==> config.mk <==
export PLATFORM = sky130hd
export DESIGN_NAME = burst_seq
export DESIGN_NICKNAME = d
export VERILOG_FILES = /design/src/rtl/burst_seq.sv
export SDC_FILE = /design/constraint.sdc
export NUM_CORES = 1
export LEC_CHECK = 0
export ABC_AREA = 1
export BUFFER_PORTS_ARGS = -buffer_cell sky130_fd_sc_hd__buf_2
export CAP_MARGIN = 20
export CORE_AREA = 5 5 42 44
export CTS_CLUSTER_SIZE = 10
export DETAILED_ROUTE_END_ITERATION = 6
export DIE_AREA = 0 0 47 49
export GPL_TIMING_DRIVEN = 0
export MAX_ROUTING_LAYER = met4
export PLACE_DENSITY = 0.65
export SYNTH_ARGS = -nofsm -noshare
export SYNTH_HDL_FRONTEND = slang
export SYNTH_SLANG_ARGS = --single-unit
==> constraint.sdc <==
create_clock -name clk -period 1.2 [get_ports clk]
set_input_delay 0.06 -clock clk [delete_from_list [all_inputs] [get_ports clk]]
set_output_delay 0.06 -clock clk [all_outputs]
set_load 0.1 [all_outputs]
==> src/rtl/burst_seq.sv <==
module burst_seq #(
  parameter int   ADDR_W         = 8,
  parameter logic TIE_INTERLEAVE = 1'b0
) (
  input  logic              clk,
  input  logic              rst_n,
  input  logic              ld_stb,
  input  logic              adv_stb,
  input  logic              order_sel,
  input  logic [ADDR_W-1:0] addr_in,
  output logic [ADDR_W-1:0] addr_out,
  output logic              final_beat
);

  localparam int HI_W = ADDR_W - 2;

  logic [HI_W-1:0] hi_q;
  logic [1:0]      start_q;
  logic [1:0]      beat_q;
  logic            ilv_q;
  logic            ilv_d;
  logic [1:0]      lo_ilv;
  logic [1:0]      lo_lin;

  assign ilv_d = TIE_INTERLEAVE | order_sel;

  always_ff @(posedge clk or negedge rst_n) begin
    if (!rst_n) begin
      hi_q    <= '0;
      start_q <= '0;
      beat_q  <= '0;
      ilv_q   <= 1'b1;
    end else if (ld_stb) begin
      hi_q    <= addr_in[ADDR_W-1:2];
      start_q <= addr_in[1:0];
      beat_q  <= '0;
      ilv_q   <= ilv_d;
    end else if (adv_stb) begin
      beat_q  <= beat_q + 2'd1;
    end
  end

  assign lo_ilv     = start_q ^ beat_q;
  assign lo_lin     = start_q + beat_q;
  assign addr_out   = {hi_q, (ilv_q ? lo_ilv : lo_lin)};
  assign final_beat = (beat_q == 2'd3);

endmodule

==> impl_metrics.toml, run 1 <==
[setup_path]
slowest_stage = "dfrtp_1"
critPathMaxStageDelay_ps = 400
cp.arrival_ps = 1370
r2r_slack_ps = 100
rr_worst_depth = 4
startpoint_type = "register"
cp-end-kind = "output port"
r2r-start = "beat_q[0]"
crit_path_max_fanout = 2
timing.rr.end = "beat_q[1]"
cp_cell_sequence = "ha_4, inv_2, nor2_4, nand3_2, nand2_2, clkinvlp_4, buf_12"
critical_path_class = "reg2out"
critical_path_required_ps = 1140

[cells_and_area]
syn_to_final_growth_pct = 68.9
layout-drive-gt1-share_pct = 40.4
post-route-cell-area_um2 = 837
ff_latch_area_um2 = 277
fin_util_pct = 59.7
multi_input_comb_area_um2 = 230
final_nets = 110
antennaDiodeCount = 0
nFillCells = 118

[yosys]
synth_top_family_by_area = "simple AND/OR/NAND/NOR gates"
synthTopCellsByArea = "dfrtp_1, nand2_1, dfstp_2"
ys_async_sr_fraction_pct = 100
yosys_warnings = 0
syn_area_um2 = 495
yosysMostFrequentCell = "nand2_1"
synth_simple_gate_area_share_pct = 27.5
synth_top_area_cell = "dfrtp_1"
synthFlopType = "dfrtp_1"
ys_types = 12
netlist_instances = 59
synth.area.mux_share_pct = 0
ys_top_cells_by_count = "nand2_1, dfrtp_1, inv_1, nor2_1"
synth_fa_ha_area_share_pct = 5.05
avgSynthCellArea_um2 = 8.40
synth_top_area_share_pct = 50.5
synth_compound_area_share_pct = 3.03
ys_seq_area_share_pct = 55.8
synth_nets = 74
synth-xor-area-share_pct = 1.77
ys_ff_latch = 11
synth_edf_count = 0

[placement]
dp_hpwl_um = 800
port_buffers = 21
routabilityCongestion = 0.729
placed_area_um2 = 627

[power]
leakagePower_nw = 0.435
power_frac_comb_pct = 41.4
p_int_w = 0.000679
vdd_drop_max_uv = 779
power.switching_w = 0.000478
p_per_area_nw_per_um2 = 1380
power_frac_seq_pct = 37.2
switching_share_pct = 41.3
p_clk_share_pct = 21.4

[sta]
fmax_ghz = 0.699
slew_viol_final = 0
setup_viol = 2
timing.final.ws_setup_ps = -232
fin_crit_sh_pct = 119
fin_crit_ps = 1430
slew_headroom_pct = 67.6
grt_setup_unrepaired = "yes"
hold_violations = 0
fin_skew_ps = 0.122
tightest_slew_ps = 489

[global_route]
use_met1_pct = 14.4
grtUsageMet3_pct = 2.21
grt_pass1_wl_mm = 1.91
busiest_layer = "met2"
grt_max_degree = 12
use_met2_pct = 17.0
grt_usage_pct = 11.4
antenna_found_initial = 0
grt_pass1_vias = 488
overflow = 0

[die]
dieWidth_um = 47
ios = 22
start_util_pct = 35.4
core_area_um2 = 1400
die_h_um = 49
rows = 14
die_area_um2 = 2300

[job]
maxCapViolations = 0

[run_status]
status = "finished, violations left"
violations = "negative setup slack"

[clock_network]
cts_buffers = 3
root_buffer = "clkbuf_4"
cts.clk_slew.worst_paths_ps = 70
cts_sinks = 11
worstSkewPairLatency_ps = 260
htree_levels = 1
cts_buffer_depth = 2
cts_tree = "yes"

[route]
vias = 480
ant_nets = 0
routed_via_density = 4.36
routedWlPerCell_um = 10.4
drc_errors = 0
drtIter0Drc = 3
drt_first_pass_iters = 2
wl_mm = 1.15

[worst_hold_path]
hold_end = "hi_q[5]"
hold_path_depth = 3
hp-start = "addr_in[7]"
hold_path.class = "in2reg"
state kept, by name, indices dropped and copies added (netlist names):
name,flops
start_q,2
hi_q,6
beat_q,2
ilv_q,1
layout by cell type, fill, tap and decap left out, types with 3 or more instances in the layout:
| cell | instances |
|---|---|
| buf_2 | 18 |
| dlygate4sd3_1 | 8 |
| nand2_1 | 27 |
| nor2_1 | 3 |
| dfrtp_1 | 10 |
| clkbuf_4 | 3 |
| buf_12 | 3 |
| inv_1 | 4 |
routing by layer:
metal | vias up | routed length, um
li1 | 251 | -
met1 | 213 | 492
met2 | 16 | 587
met3 | 0 | 68
met4 | 0 | 0
met5 | - | 0
stage by stage:
stage                     std cells  setup TNS (ps)  power (W)  hold slack (ps)  setup WS, ps
final                           110            -252    0.00116             5.08          -232
after global routing            110            -451    0.00123             14.9          -336
after CTS                       109            -285    0.00115             3.56          -235
after detailed placement         96            -132   0.000810            -61.1          -132
after global placement           96            -111   0.000806            -60.7          -111
after floorplan                  59           -92.5   0.000742             -236         -74.0
critical path, delay by kind of cell (launching register included):
| family | cells | cell delay (ps) |
|---|---|---|
| and+or+nand+nor | 3 | 260 |
| buffers and inverters | 3 | 300 |
| adders and majority gates | 1 | 150 |
| DFF | 1 | 400 |
kinds of logic after synthesis:
family,count (synthesis)
xor+xnor,1
compound gates,3
simple gates,35
fa+ha+maj,2
flops,11
buf+inv,7
power by group through the flow:
| stage | Sequential [W] | Clock (W) | Combinational (W) |
|---|---|---|---|
| floorplan | 0.000564 | 0 | 0.000178 |
| global placement | 0.000433 | 0 | 0.000373 |
| detailed placement | 0.000433 | 0 | 0.000377 |
| CTS | 0.000426 | 0.000258 | 0.000463 |
| global route | 0.000436 | 0.000285 | 0.000505 |
| finish | 0.000430 | 0.000248 | 0.000479 |
cell type report:
class                      count  share of cell area (%)
sequential                    11                    33.0
tap                           16                    2.39
multi-input combinational     41                    27.5
timing repair buffer          31                    29.3
clock buffer                   3                    2.69
clock inverter                 1                   0.598
inverter                       6                    3.14
buffer                         1                    1.35
worst max-delay path by stage:
stage,startpoint,slack (ps),endpoint,cells after the start
final,beat_q[0],-230,addr_out[1],7
after global routing,beat_q[0],-340,addr_out[1],7
after CTS,beat_q[0],-230,addr_out[1],7
after detailed placement,beat_q[0],-130,addr_out[1],7
after global placement,beat_q[0],-110,addr_out[1],7
after floorplan,beat_q[0],-70,addr_out[1],6
what timing repair did:
item	CTS	global route
hold buffers	7	1
gates resized for setup	15	6
endpoints found under the setup margin	3	3
endpoints found under the hold margin	17	1
pin swaps	0	4
setup buffers	2	0
Power figures use the tool's default switching activity.
==> run 2, diff against run 1 <==
--- a/config.mk
+++ b/config.mk
@@ -14,7 +14,7 @@
 export DIE_AREA = 0 0 47 49
 export GPL_TIMING_DRIVEN = 0
 export MAX_ROUTING_LAYER = met4
-export PLACE_DENSITY = 0.65
+export PLACE_DENSITY = 0.68
 export SYNTH_ARGS = -nofsm -noshare
 export SYNTH_HDL_FRONTEND = slang
 export SYNTH_SLANG_ARGS = --single-unit
==> constraint.sdc (replaced) <==
create_clock -name clk -period 1.22 [get_ports clk]
set_input_delay 0.061 -clock clk [delete_from_list [all_inputs] [get_ports clk]]
set_output_delay 0.061 -clock clk [all_outputs]
set_load 0.1 [all_outputs]
==> impl_metrics.toml, run 2 (same netlist as run 1, synthesis figures left out) <==
[run_status]
status = "finished, violations left"
violations = "negative setup slack"

[sta]
fin_skew_ps = 0.0147
hold_violations = 0
slew_headroom_pct = 67.7
slew_viol_final = 0
fmax_ghz = 0.712
setup_viol = 3
timing.final.ws_setup_ps = -185
fin_crit_sh_pct = 115
tightest_slew_ps = 488
grt_setup_unrepaired = "yes"
fin_crit_ps = 1410

[job]
maxCapViolations = 0

[cells_and_area]
largest_reg_flops = 6
syn_to_final_growth_pct = 62.4
reg.largest.list = "hi_q x6, beat_q x2, start_q x2"
mostFrequentLayoutCells = "nand2_1, buf_2, dfrtp_1"
nFillCells = 135
layout-drive-gt1-share_pct = 40.2
fin_util_pct = 57.4
final_nets = 108
layoutNonFillerInstCount = 108
top_register = "hi_q"
final_common_cell = "nand2_1"
antennaDiodeCount = 0

[route]
drtIter0Drc = 3
vias = 468
drc_errors = 0
ant_nets = 0
drt_first_pass_iters = 2
wl_mm = 1.13
routed_via_density = 4.33
routedWlPerCell_um = 10.5

[clock_network]
cts_tree = "yes"
root_buffer = "clkbuf_4"
cts_sinks = 11
htree_levels = 1
worstSkewPairLatency_ps = 250
cts_buffers = 3
cts.clk_slew.worst_paths_ps = 70
cts_buffer_depth = 2

[die]
core_area_um2 = 1400
die_h_um = 49
rows = 14
ios = 22
start_util_pct = 35.4
dieWidth_um = 47
die_area_um2 = 2300

[setup_path]
critical_path_required_ps = 1160
cp_top_family = "buffers and inverters"
cp_cell_sequence = "buf_4, buf_6, buf_6, ha_4, buf_12"
cp-end-kind = "output port"
cp.arrival_ps = 1340
timing.critical_path.mode_cell = "buf_6"
critical_path_buf_inv_count = 4
crit_path_max_fanout = 2
slowest_stage = "dfrtp_1"
critical_path_class = "reg2out"
startpoint_type = "register"
critPathMaxStageDelay_ps = 410

[global_route]
grt_max_degree = 12
overflow = 0
grt_usage_pct = 10.4
antenna_found_initial = 0
grt_pass1_vias = 466
grt_pass1_wl_mm = 1.78

[worst_hold_path]
hold_path.class = "in2reg"

[power]
vdd_drop_max_uv = 908
p_per_area_nw_per_um2 = 1410
leakagePower_nw = 0.424

[placement]
routabilityCongestion = 0.652
dp_hpwl_um = 828
dp_cells = 96
port_buffers = 21
-- run 2: cell count changes in the layout (fill, tap and decap cells not counted) --
cell | previous run | this run
nor2_4 | 1 | 0
clkinv_2 | 1 | 0
nand3_2 | 2 | 0
buf_6 | 1 | 3
nand3_1 | 0 | 2
clkbuf_1 | 0 | 1
nor2_1 | 3 | 4
a21oi_1 | 1 | 0
a21oi_2 | 0 | 1
dlygate4sd3_1 | 8 | 4
-- run 2: metal layers --
metal / global-route usage (%) / wire length, um / vias up / share of wire (%)
met1: 11.2 / 468 / 208 / 41
met3: 2.95 / 82 / 0 / 7.2
li1: - / - / 244 / -
met2: 17.2 / 582 / 16 / 51
met4: 4.15 / 0 / 0 / 0
met5: - / 0 / - / 0
-- run 2: path summary, 6_finish.rpt --
check / startpoint / end / slack [ps] / cells after the start
min in group asynchronous: rst_n / hi_q[0] / 200 / 2
setup / recovery: beat_q[0] / final_beat / -190 / 5
hold reg to reg: hi_q[1] / hi_q[1] / 470 / 2
max in group asynchronous: rst_n / ilv_q / 760 / 2
setup reg to reg: beat_q[0] / beat_q[1] / -40 / 6
hold / removal: addr_in[4] / hi_q[2] / 5 / 3
-- run 2: area by class of cell --
class | count | area [um^2] | area share, %
Multi-Input combinational cell | 41 | 216 | 26.9
Sequential cell | 11 | 277 | 34.4
Tap cell | 16 | 20.0 | 2.49
Timing Repair Buffer | 29 | 228 | 28.3
Buffer | 1 | 11.3 | 1.40
Inverter | 6 | 26.3 | 3.27
Clock buffer | 4 | 26.3 | 3.27
-- run 2: power breakdown --
group / leakage [nW] / internal, W / switching [W] / total (W)
Combinational: 0.275 / 0.000151 / 0.000321 / 0.000472
Sequential: 0.134 / 0.000399 / 0.0000244 / 0.000424
Clock: 0.0150 / 0.000126 / 0.000110 / 0.000236
-- run 2: repair_timing --
| action | CTS | global route |
|---|---|---|
| hold buffers | 4 | 0 |
| endpoints found under the setup margin | 3 | 4 |
| hold endpoints to repair | 14 | 0 |
| resized for setup | 18 | 2 |
| setup buffers | 3 | 1 |
| cloned | 0 | 0 |
| pin swaps | 0 | 2 |
-- run 2: worst reg2reg max path: cells and delay by family (launching register included) --
kind / cells / cell delay, ps
buf+inv: 3 / 360
simple gates: 1 / 50
flops: 1 / 410
compound gates: 1 / 110
fa+ha+maj: 1 / 230
-- run 2: metrics by stage --
stage	area (um^2)	total power, W	TNS, ps	worst slack (ps)	hold slack, ps
2_1_floorplan	502	0.000730	-55.0	-55.0	-235
3_3_place_gp	627	0.000793	-95.9	-95.9	-60.7
3_5_place_dp	627	0.000799	-113	-113	-59.6
4_1_cts	790	0.00113	-266	-181	5.07
5_1_grt	805	0.00119	-550	-243	14.1
6_report	805	0.00113	-399	-185	5.31
